--- src/rtl/search_latency_pipe.sv ---
module search_latency_pipe #(
  parameter int AW        = 22,
  parameter int LAT_SMALL = 4,
  parameter int LAT_MID   = 5,
  parameter int LAT_LARGE = 6,
  parameter int HOLD_W    = 3
) (
  input  logic          clk,
  input  logic          rst_n,
  input  logic [1:0]    cfg_tsize,
  input  logic [HOLD_W-1:0] cfg_hold,
  input  logic          res_valid,
  input  logic [AW-1:0] res_addr,
  input  logic          res_hit,
  output logic [AW-1:0] sram_addr,
  output logic          sram_ce_n,
  output logic          sram_ale_n,
  output logic          sram_we_n,
  output logic          stat_valid,
  output logic          stat_found
);
  localparam int HOLD_MAX = (1 << HOLD_W) - 1;
  localparam int DEPTH    = LAT_LARGE + HOLD_MAX;
  localparam int TAP_W    = $clog2(DEPTH);

  logic [DEPTH-1:0] vld_q;
  logic [AW:0]      dat_q [DEPTH];
  logic [TAP_W-1:0] base_tap, stat_tap;
  logic [AW:0]      base_dat, stat_dat;
  logic             base_vld;

  always_ff @(posedge clk or negedge rst_n)
    if (!rst_n) vld_q <= '0;
    else        vld_q <= {vld_q[DEPTH-2:0], res_valid};

  always_ff @(posedge clk) begin
    dat_q[0] <= {res_hit, res_addr};
    for (int i = 1; i < DEPTH; i++) dat_q[i] <= dat_q[i-1];
  end

  always_comb
    case (cfg_tsize)
      2'b00:   base_tap = TAP_W'(LAT_SMALL - 1);
      2'b01:   base_tap = TAP_W'(LAT_MID - 1);
      default: base_tap = TAP_W'(LAT_LARGE - 1);
    endcase

  assign stat_tap = base_tap + TAP_W'(cfg_hold);
  assign base_vld = vld_q[base_tap];
  assign base_dat = dat_q[base_tap];
  assign stat_dat = dat_q[stat_tap];

  assign sram_addr  = base_vld ? base_dat[AW-1:0] : '0;
  assign sram_ce_n  = ~base_vld;
  assign sram_ale_n = ~base_vld;
  assign sram_we_n  = 1'b1;
  assign stat_valid = vld_q[stat_tap];
  assign stat_found = vld_q[stat_tap] & stat_dat[AW];
endmodule


--- config.mk ---
export PLATFORM = sky130hd
export DESIGN_NAME = search_latency_pipe
export DESIGN_NICKNAME = d
export VERILOG_FILES = /design/src/rtl/search_latency_pipe.sv
export SDC_FILE = /design/constraint.sdc
export NUM_CORES = 1
export LEC_CHECK = 0
export ABC_AREA = 1
export BUFFER_PORTS_ARGS = -buffer_cell sky130_fd_sc_hd__buf_4
export CAP_MARGIN = 20
export CORE_UTILIZATION = 57
export CTS_CLUSTER_DIAMETER = 150
export CTS_CLUSTER_SIZE = 28
export DETAILED_ROUTE_END_ITERATION = 16
export PLACE_DENSITY = 0.86
export SETUP_SLACK_MARGIN = 0.4
export SYNTH_ARGS = -nofsm -noshare
export SYNTH_HDL_FRONTEND = slang
export SYNTH_SLANG_ARGS = --single-unit
--- constraint.sdc ---
create_clock -name clk -period 3.35 [get_ports clk]
set_input_delay 0.335 -clock clk [delete_from_list [all_inputs] [get_ports clk]]
set_output_delay 0.335 -clock clk [all_outputs]
set_load 0.005 [all_outputs]
==> summary.txt, run 1 <==
CP max FO - 23
N_diodes - 0
Placed inst area - 0.004672 mm²
Port bufs - 56
Cts repair resizes - 0
Critical path capture point type - primary output
Post-synth top area share - 68.95%
Std-Cell Rows - 30
Starting Density - 60.30%
Status - complete, no violations
Worst-skew pair later-pin latency - 0.53 ns
Dominant combinational cell family by area after synthesis - simple AND/OR/NAND/NOR gates
Area leader, netlist - dfxtp_1
# clock sinks - 158
PD cells - 768.0 mW/mm²
Setup bufs post-CTS - 0
CP bufs+invs - 5
Core Box Area - 0.006982 mm²
Synth unique cells - 25
Initial antenna violation count - 0
Leakage - 2.467 nW
Worst hold slack - 0.1845 ns
Vias - 2568
Critical path launch point - cfg_tsize[1]
Synth Area in Compound Gates - 4.814%
Slew HR - 44.40%
GRT Total Usage - 24.42%
Setup CP Type - in2out
Final setup fails - 0
ANT nets after route - 0
Top-count cell post-synth - dfxtp_1
Layout cells sized above 1 - 28.04%
Synth area leaders - dfxtp_1 (69%), dfrtp_1 (7.7%), nor3_2 (4.3%), o22ai_1 (3.1%), nand2_1 (2.9%)
# hold bufs at CTS - 25
Syn Nets - 360
Fmax - 0.3617 GHz
Synthesized netlist cell count - 325
HPWL after detailed placement - 4.608 mm
Area grow syn2layout - 31.17%
Nets - 450
Synth warn - 0
H-tree Lvls - 4
Post-route design area - 0.005523 mm²
Routed WL per cell - 16.19 µm
Cell at the slowest stage of the critical path - fa_1
Via/cell ratio - 4.901
GPL Wtd Cong - 0.7967
Root buf cell - clkbuf_8
Commonest register cell after synthesis - dfxtp_1
Ys async rst share - 8.228%
Clk slew on worst S/H paths - 0.06 ns
Total wire length - 8.486 mm
Most frequent cells after synthesis - dfxtp_1 (145), nand2_1 (32), nor2_1 (26)
Non-Filler Instances - 524
Post-synthesis sequential area ratio - 76.67%
Utilization after layout - 79.10%
Worst Tran Pin Value - 0.8340 ns
Largest net degree at the start of global routing - 24
Overall Power - 4.241 mW
Clock buffer depth - 2
Synth Cell Area - 0.004210 mm²
Final WS setup - 0.5856 ns
DR pass1 iterations - 4
CP top delay family - adder cells
Final routed DRC violation total - 0
1st-iter DRT viols - 139
CP Launch Type - input pin
Fraction of the cycle the final worst path needs - 82.52%
Post-synth EDFFs - 0
#FFs+latches synth - 158
Adder-cell share of the synthesized area - 1.367%
Worst path cell trace - buf_4 -> inv_2 -> nand2_4 -> ha_1 -> inv_1 -> fa_1 -> inv_2 -> nor2_1 -> o21ai_1 -> nand3_1 -> nand2_1 -> a21oi_2 -> buf_4
Maxcap violations - 0
First-pass GRT wire length - 13.34 mm
Max Transition Viols Final - 0
Total Neg Setup Slack - 0 ns
CTS Buf Count - 17
Cell count after placement - 467
WP data required - 3.01 ns
Die area - 0.007734 mm²
Slowest cell delay on critical path - 0.67 ns
RSZ-0062 raised after global routing - false
Syn_area_per_cell - 12.95 µm²
Die Y - 87.95 µm
IO Pins - 58
Die width - 87.95 µm
Mux cell area share after synthesis - 0%
Number of global-route vias before repair - 2708
Post-Route Skew - 0.008996 ns
Hold Path Class - in2async
Tmin final - 2.764 ns
DP Worst Slack - 0.6489 ns
WP data arrival - 2.43 ns
Max IR drop VDD - 0.8191 mV
Grt ovf - 0
Fin. Hold Viols - 0
Worst r2r src - vld_q[4]$_DFF_PN0_
Simple-gate share of the synthesized area - 13.14%
Synth Area in XOR/XNOR - 0%
CTS tree - built
## layout by cell type, fill, tap and decap left out, types with 2 or more instances in the layout
master	instances
clkbuf_16	16
o21ai_0	2
inv_2	4
inv_1	15
bufinv_16	2
buf_4	58
ha_1	3
nand2_2	2
inv_6	7
o22ai_1	21
inv_8	3
nor2_1	26
dlygate4sd3_1	25
dfrtp_1	13
nor3_1	3
nand2_1	32
clkinvlp_4	2
nand3_1	20
dfxtp_1	145
nor3_2	18
## layout make-up
| type | count | area (µm²) |
|---|---|---|
| flip-flops and latches | 158 | 3228 |
| multi-input cells | 136 | 817.0 |
| repair buffers | 83 | 685.7 |
| well taps | 96 | 120.1 |
| clock inverters | 15 | 186.4 |
| clock buffers | 17 | 414.1 |
| fillers | 396 | 1459 |
| inverters | 19 | 71.32 |
## cells by family (layout without fill, tap and decap cells)
group,count (synthesis),count (layout)
other,1,1
AO/OA/AOI/OAI,27,27
adder cells (fa/ha/maj),4,4
flip-flops,158,158
AND/OR/NAND/NOR,104,104
buffers and inverters,31,134
## final timing paths
path                       slack, ns  depth (start not counted)             endpoint
min in group clk                0.33                          0  dat_q[2][5]$_DFF_P_
max reg2reg                     2.78                          0   vld_q[5]$_DFF_PN0_
max in group asynchronous       3.01                          2   vld_q[1]$_DFF_PN0_
min reg2reg                     0.33                          0  dat_q[2][5]$_DFF_P_
max                             0.59                         13           stat_found
min                             0.18                          2   vld_q[0]$_DFF_PN0_
## per-layer routing
metal / GRT usage, % / vias up / wire length, µm
li1: - / 1240 / -
met1: 26.60 / 1221 / 3394
met2: 43.34 / 85 / 4537
met3: 8.011 / 22 / 375
met4: 10.73 / 0 / 178
met5: 0 / - / 0
## power breakdown
| group | internal [mW] | switching [mW] | total [mW] |
|---|---|---|---|
| logic | 0.144 | 0.151 | 0.295 |
| clock network | 1.10 | 0.823 | 1.92 |
| registers | 1.98 | 0.0420 | 2.02 |
| total | 3.22 | 1.02 | 4.24 |
## sequential cells by signal, indices dropped and copies added, names as in the netlist
signal / count
dat_q: 145
vld_q: 13
Note: power is estimated with default switching activity, not from simulation.
==> run 2, diff against run 1 <==
- CORE_UTILIZATION: 57 -> 48
- PLACE_DENSITY: 0.86 -> 0.78
- clock period: 3.35 -> 2.3 ns (I/O delays scaled with it)
==> run 2 against run 1 <==
Effect of this change: total power rose by 50%; setup slack got worse by 0.39 ns; sequential share of layout area fell by 3.3 points; largest power group unchanged; non-clock buffer count rose by 7; clock power rose by 50%; critical path depth did not move.
==> summary.txt, run 2 (same netlist as run 1, synthesis figures left out) <==
Final routed DRC violation total - 0 (unchanged)
RSZ-0062 raised after global routing - true
Die area - 0.009150 mm² (+18%)
# clock sinks - 158 (unchanged)
IO Pins - 58 (unchanged)
Total wire length - 7.729 mm (-8.9%)
Worst path cell trace - buf_12 -> inv_12 -> nand2_8 -> ha_4 -> inv_2 -> fa_2 -> inv_4 -> nor2_2 -> o21ai_1 -> inv_1 -> nand2_2 -> a21oi_2 -> buf_4
Post-route design area - 0.005856 mm² (+6.0%)
Top reg by flops - dat_q
Vias - 2553 (-0.58%)
Largest register FFs - 145 (unchanged)
Setup CP Type - in2out
Die width - 95.66 µm (+8.8%)
Max IR drop VDD - 0.7928 mV (-3.2%)
CP max FO - 7 (-70%)
Clk slew on worst S/H paths - 0.07 ns (about the same)
Largest net degree at the start of global routing - 25 (+4.2%)
CP bufs+invs - 6 (+1)
Number of global-route vias before repair - 2604 (-3.8%)
Std-Cell Rows - 33 (+10%)
PD cells - 1083 mW/mm² (+41%)
GRT Total Usage - 17.64% (-6.8 points)
Initial antenna violation count - 0 (unchanged)
Fmax - 0.4745 GHz
Grt ovf - 0 (unchanged)
ANT nets after route - 0 (unchanged)
Routed WL per cell - 14.31 µm (-12%)
Area grow syn2layout - 39.08%
WP data required - 2.07 ns (-0.94 ns)
Layout cells sized above 1 - 34.02% (+6.0 points)
CP Launch Type - input pin
Worst-skew pair later-pin latency - 0.52 ns (about the same)
Die Y - 95.66 µm (+8.8%)
H-tree Lvls - 4 (unchanged)
Core Box Area - 0.008341 mm² (+19%)
Status - complete, no violations
Placed inst area - 0.004760 mm² (+1.9%)
Nets - 457 (+1.6%)
Hold Path Class - in2async
HPWL after detailed placement - 4.150 mm (-9.9%)
Most frequent cells in the layout - dfxtp_1 (145), buf_4 (55), nand2_1 (30)
N_diodes - 0 (unchanged)
Starting Density - 50.48% (-9.8 points)
Max Transition Viols Final - 0 (unchanged)
Final setup fails - 0 (unchanged)
Fill cells - 550 (+39%)
Top flop regs - dat_q (145), vld_q (13)
Fin. Hold Viols - 0 (unchanged)
Critical path capture point type - primary output
Clock buffer depth - 2 (unchanged)
Root buf cell - clkbuf_8
WP data arrival - 1.88 ns (-0.55 ns)
DR pass1 iterations - 4 (unchanged)
CTS tree - built
Commonest non-fill, non-tap cell in the layout - dfxtp_1
Via/cell ratio - 4.728 (-3.5%)
CP top delay family - adder cells
Port bufs - 56 (unchanged)
Cell at the slowest stage of the critical path - fa_2
Leakage - 2.572 nW (+4.2%)
CTS Buf Count - 17 (unchanged)
Fraction of the cycle the final worst path needs - 91.63%
Maxcap violations - 0 (unchanged)
Total Neg Setup Slack - 0 ns (unchanged)
Tmin final - 2.108 ns
GPL Wtd Cong - 0.8462 (+6.2%)
Utilization after layout - 70.21% (-8.9 points)
1st-iter DRT viols - 73 (-47%)
Overall Power - 6.342 mW (+50%)
Slowest cell delay on critical path - 0.65 ns (-0.02 ns)
Post-Route Skew - 0.007641 ns (-0.001355 ns)
First-pass GRT wire length - 11.63 mm (-13%)
-- run 2: cell types whose count changed in the layout (fill, tap and decap cells not counted), sizes merged --
cell      previous run  this run
buf                 58        63
clkbuf              17        19
clkinv               1         4
clkinvlp             2         1
inv                 29        27
-- run 2: stage by stage --
stage | setup slack (ns) | hold slack, ns | instances
finish | 0.1925 | 0.08780 | 540
global route | 0.1262 | 0.09554 | 540
CTS | 0.2784 | 0.06947 | 538
global placement | 0.1469 | 0.07208 | 479
floorplan | 0.3410 | -0.06559 | 325
detailed placement | 0.09564 | 0.07588 | 479
-- run 2: timing repair --
| item | in CTS | in global routing |
|---|---|---|
| hold buffers | 25 | 0 |
| resized for setup | 13 | 24 |
| gates cloned | 0 | 2 |
| buffers inserted | 2 | 0 |
| endpoints found under the hold margin | 37 | 0 |
| setup endpoints to repair | 3 | 13 |
| pin swaps | 10 | 10 |
-- run 2: worst paths after layout --
check | from | to | slack, ns | depth (start not counted)
hold reg to reg | dat_q[1][19]$_DFF_P_ | dat_q[2][19]$_DFF_P_ | 0.32 | 0
setup reg to reg | vld_q[4]$_DFF_PN0_ | vld_q[5]$_DFF_PN0_ | 1.74 | 0
hold / removal | rst_n | vld_q[11]$_DFF_PN0_ | 0.09 | 2
min in group clk | dat_q[1][19]$_DFF_P_ | dat_q[2][19]$_DFF_P_ | 0.32 | 0
setup / recovery | cfg_tsize[1] | stat_found | 0.19 | 13
max in group asynchronous | rst_n | vld_q[4]$_DFF_PN0_ | 2.04 | 2
-- run 2: area by class of cell --
cell class                      instances  area [µm²]  area share [%]
Timing Repair Buffer                   90       820.8           14.02
Multi-Input combinational cell        136       958.4           16.37
Clock inverter                         15       215.2           3.675
Inverter                               19       86.33           1.474
Clock buffer                           17       414.1           7.073
Tap cell                              105       131.4           2.244
Sequential cell                       158        3229           55.15
-- run 2: power breakdown --
part | leakage (nW) | switching, mW | internal [mW]
Combinational | 0.894 | 0.254 | 0.271
Sequential | 1.37 | 0.0535 | 2.89
Clock | 0.304 | 1.25 | 1.63
-- run 2: per-layer routing --
metal | GRT usage, % | vias to the layer above | part of all wire, %
li1 | - | 1256 | -
met2 | 30.48 | 62 | 51
met3 | 6.938 | 17 | 4.8
met5 | 0 | - | 0
met1 | 18.09 | 1218 | 42
met4 | 10.07 | 0 | 2.1
==> run 3, diff against run 2 <==
- GPL_ROUTABILITY_DRIVEN: unset -> 1
- PLACE_DENSITY: 0.78 -> unset
- PLACE_DENSITY_LB_ADDON: unset -> 0.05
- SETUP_SLACK_MARGIN: 0.4 -> unset
==> run 3 against run 2 <==
Effect of this change: hold slack improved by 0.020 ns; design area is 4.7% lower; combinational power decreased by 17%; total power shrank 5.4%; flip-flop and latch count unchanged; setup slack worse by 0.0035 ns; utilization fell by 3.3 points; non-clock buffer count fell by 1; sequential share of layout area grew 2.7 points; register-to-register slack hardly changed.
==> summary.txt, run 3 (same netlist as run 1, synthesis figures left out) <==
Commonest non-fill, non-tap cell in the layout - dfxtp_1
Clock buffer depth - 2 (unchanged)
Worst path depth - 13 (unchanged)
H-tree Lvls - 4 (unchanged)
WP data arrival - 1.88 ns (about the same)
Largest net degree at the start of global routing - 25 (unchanged)
Critical path launch point - cfg_tsize[1]
DR pass1 iterations - 4 (unchanged)
Max IR drop VDD - 0.6601 mV (-17%)
Status - complete, no violations
Clk slew on worst S/H paths - 0.07 ns (about the same)
Core Box Area - 0.008341 mm² (unchanged)
ANT nets after route - 0 (unchanged)
Area grow syn2layout - 32.57%
Routed wl met3 - 288 µm (-22%)
FF-to-FF path depth - 0 (unchanged)
CP Launch Type - input pin
P_int - 4.524 mW (-5.5%)
Tmin final - 2.111 ns (+0.003530 ns)
CP top delay family - adder cells
Die width - 95.66 µm (unchanged)
Number of global-route vias before repair - 2480 (-4.8%)
Layout cells sized above 1 - 29.26% (-4.8 points)
Top reg by flops - dat_q
GPL Wtd Cong - 0.8128 (-3.9%)
PD cells - 1075 mW/mm² (-0.78%)
Initial antenna violation count - 0 (unchanged)
Setup CP Type - in2out
Via/cell ratio - 4.651 (-1.6%)
Cell at the slowest stage of the critical path - fa_2
Fin. Hold Viols - 0 (unchanged)
Starting Density - 50.48% (unchanged)
Largest register FFs - 145 (unchanged)
Fraction of the cycle the final worst path needs - 91.79% (+0.15 points)
Vias - 2507 (-1.8%)
Hold Path Class - in2async
Grt ovf - 0 (unchanged)
Top flop regs - dat_q (145), vld_q (13)
First-pass GRT wire length - 11.03 mm (-5.2%)
Total wire length - 6.719 mm (-13%)
RSZ-0062 raised after global routing - false
Final setup fails - 0 (unchanged)
Max Transition Viols Final - 0 (unchanged)
Worst r2r src - vld_q[4]$_DFF_PN0_
Root buf cell - clkbuf_8
# clock sinks - 158 (unchanged)
Clock network power share - 43.8% (-1.6 points)
Total Neg Setup Slack - 0 ns (unchanged)
Worst-skew pair later-pin latency - 0.51 ns (about the same)
Placed inst area - 0.004726 mm² (-0.71%)
N_diodes - 0 (unchanged)
CTS tree - built
R2R Path End - vld_q[5]$_DFF_PN0_
Met1 wire length - 3.043 mm (-6.5%)
Maxcap violations - 0 (unchanged)
Share of total power in combinational logic - 7.2% (-1.1 points)
Routed wl met2 - 3.298 mm (-16%)
Std-Cell Rows - 33 (unchanged)
Switching Fraction - 24.58% (+0.026 points)
Most frequent cells in the layout - dfxtp_1 (145), buf_4 (63), nand2_1 (32)
Fill cells - 670 (+22%)
DR top layer - met4
IO Pins - 58 (unchanged)
Routed WL per cell - 12.47 µm (-13%)
Post-route design area - 0.005582 mm² (-4.7%)
Worst hold slack - 0.1079 ns (+0.02009 ns)
Slowest cell delay on critical path - 0.48 ns (-0.17 ns)
GRT Total Usage - 16.52% (-1.1 points)
Die area - 0.009150 mm² (unchanged)
Nets - 456 (-0.22%)
Seq pwr share - 48.9% (+2.5 points)
WP data required - 2.07 ns (about the same)
Leakage - 2.496 nW (-3.0%)
Port bufs - 56 (unchanged)
1st-iter DRT viols - 71 (-2.7%)
Final routed DRC violation total - 0 (unchanged)
CP bufs+invs - 5 (-1)
NetSw - 1.474 mW (-5.3%)
Worst path cell trace - buf_4 -> inv_2 -> nand2_4 -> ha_1 -> inv_1 -> fa_2 -> buf_4 -> nand3_1 -> nand3_1 -> nand3_1 -> nand2_1 -> a21oi_2 -> buf_4
CTS Buf Count - 17 (unchanged)
R2R Setup Slk - 1.75 ns (about the same)
CP max FO - 4 (-3)
Post-Route Skew - 0.005714 ns (-0.001927 ns)
Critical path capture point type - primary output
Fmax - 0.4737 GHz (-0.17%)
Die Y - 95.66 µm (unchanged)
HPWL after detailed placement - 4.066 mm (-2.0%)
[run 3: changes by cell type in the layout (fill, tap and decap cells not counted), moves of 3 or more]
cell     before  now
buf_4        55   63
nand3_2       8    1
nor3_1        0    3
buf_6         6    0
nor3_4        5    0
nand3_1      12   20
[run 3: layout make-up]
cell class | count | area [µm²] | area share (%)
Sequential cell | 158 | 3228 | 57.83
Multi-Input combinational cell | 136 | 819.5 | 14.68
Timing Repair Buffer | 89 | 743.2 | 13.32
Clock buffer | 17 | 414.1 | 7.420
Clock inverter | 15 | 171.4 | 3.071
Tap cell | 105 | 131.4 | 2.354
Inverter | 19 | 73.82 | 1.323
[run 3: per-layer routing]
metal / GRT usage [%] / up-vias
li1: - / 1257
met1: 19.04 / 1187
met2: 27.08 / 54
met3: 5.742 / 9
met4: 8.582 / 0
met5: 0 / -
[run 3: power by group through the flow]
| stage | sequential [mW] | combinational [mW] | clock (mW) |
|---|---|---|---|
| after detailed placement | 3.00 | 0.394 | 0 |
| after floorplan | 2.98 | 0.230 | 0 |
| final | 2.93 | 0.435 | 2.63 |
| after global placement | 2.99 | 0.391 | 0 |
| after CTS | 2.94 | 0.429 | 2.71 |
| after global routing | 2.95 | 0.481 | 2.83 |
[run 3: what timing repair did]
action,CTS,global route
setup buffers,0,2
hold endpoints to repair,37,0
endpoints found under the setup margin,0,2
resized for setup,0,2
hold buffers,25,0
[run 3: worst max path at each step]
stage            endpoint  slack [ns]
2_1_floorplan  stat_found        0.23
5_1_grt        stat_valid       0.003
6_report       stat_found        0.19
3_5_place_dp   stat_found        0.07
3_3_place_gp   stat_found        0.12
4_1_cts        stat_found        0.06
[run 3: metrics by stage]
step | power, mW | std cells | worst slack [ns] | util [%]
floorplan | 3.211 | 325 | 0.2265 | -
global placement | 3.381 | 480 | 0.1229 | 56.66
detailed placement | 3.390 | 480 | 0.06597 | 56.66
CTS | 6.073 | 537 | 0.05973 | 66.68
global route | 6.262 | 539 | 0.003274 | 66.92
finish | 5.998 | 539 | 0.1889 | 66.92
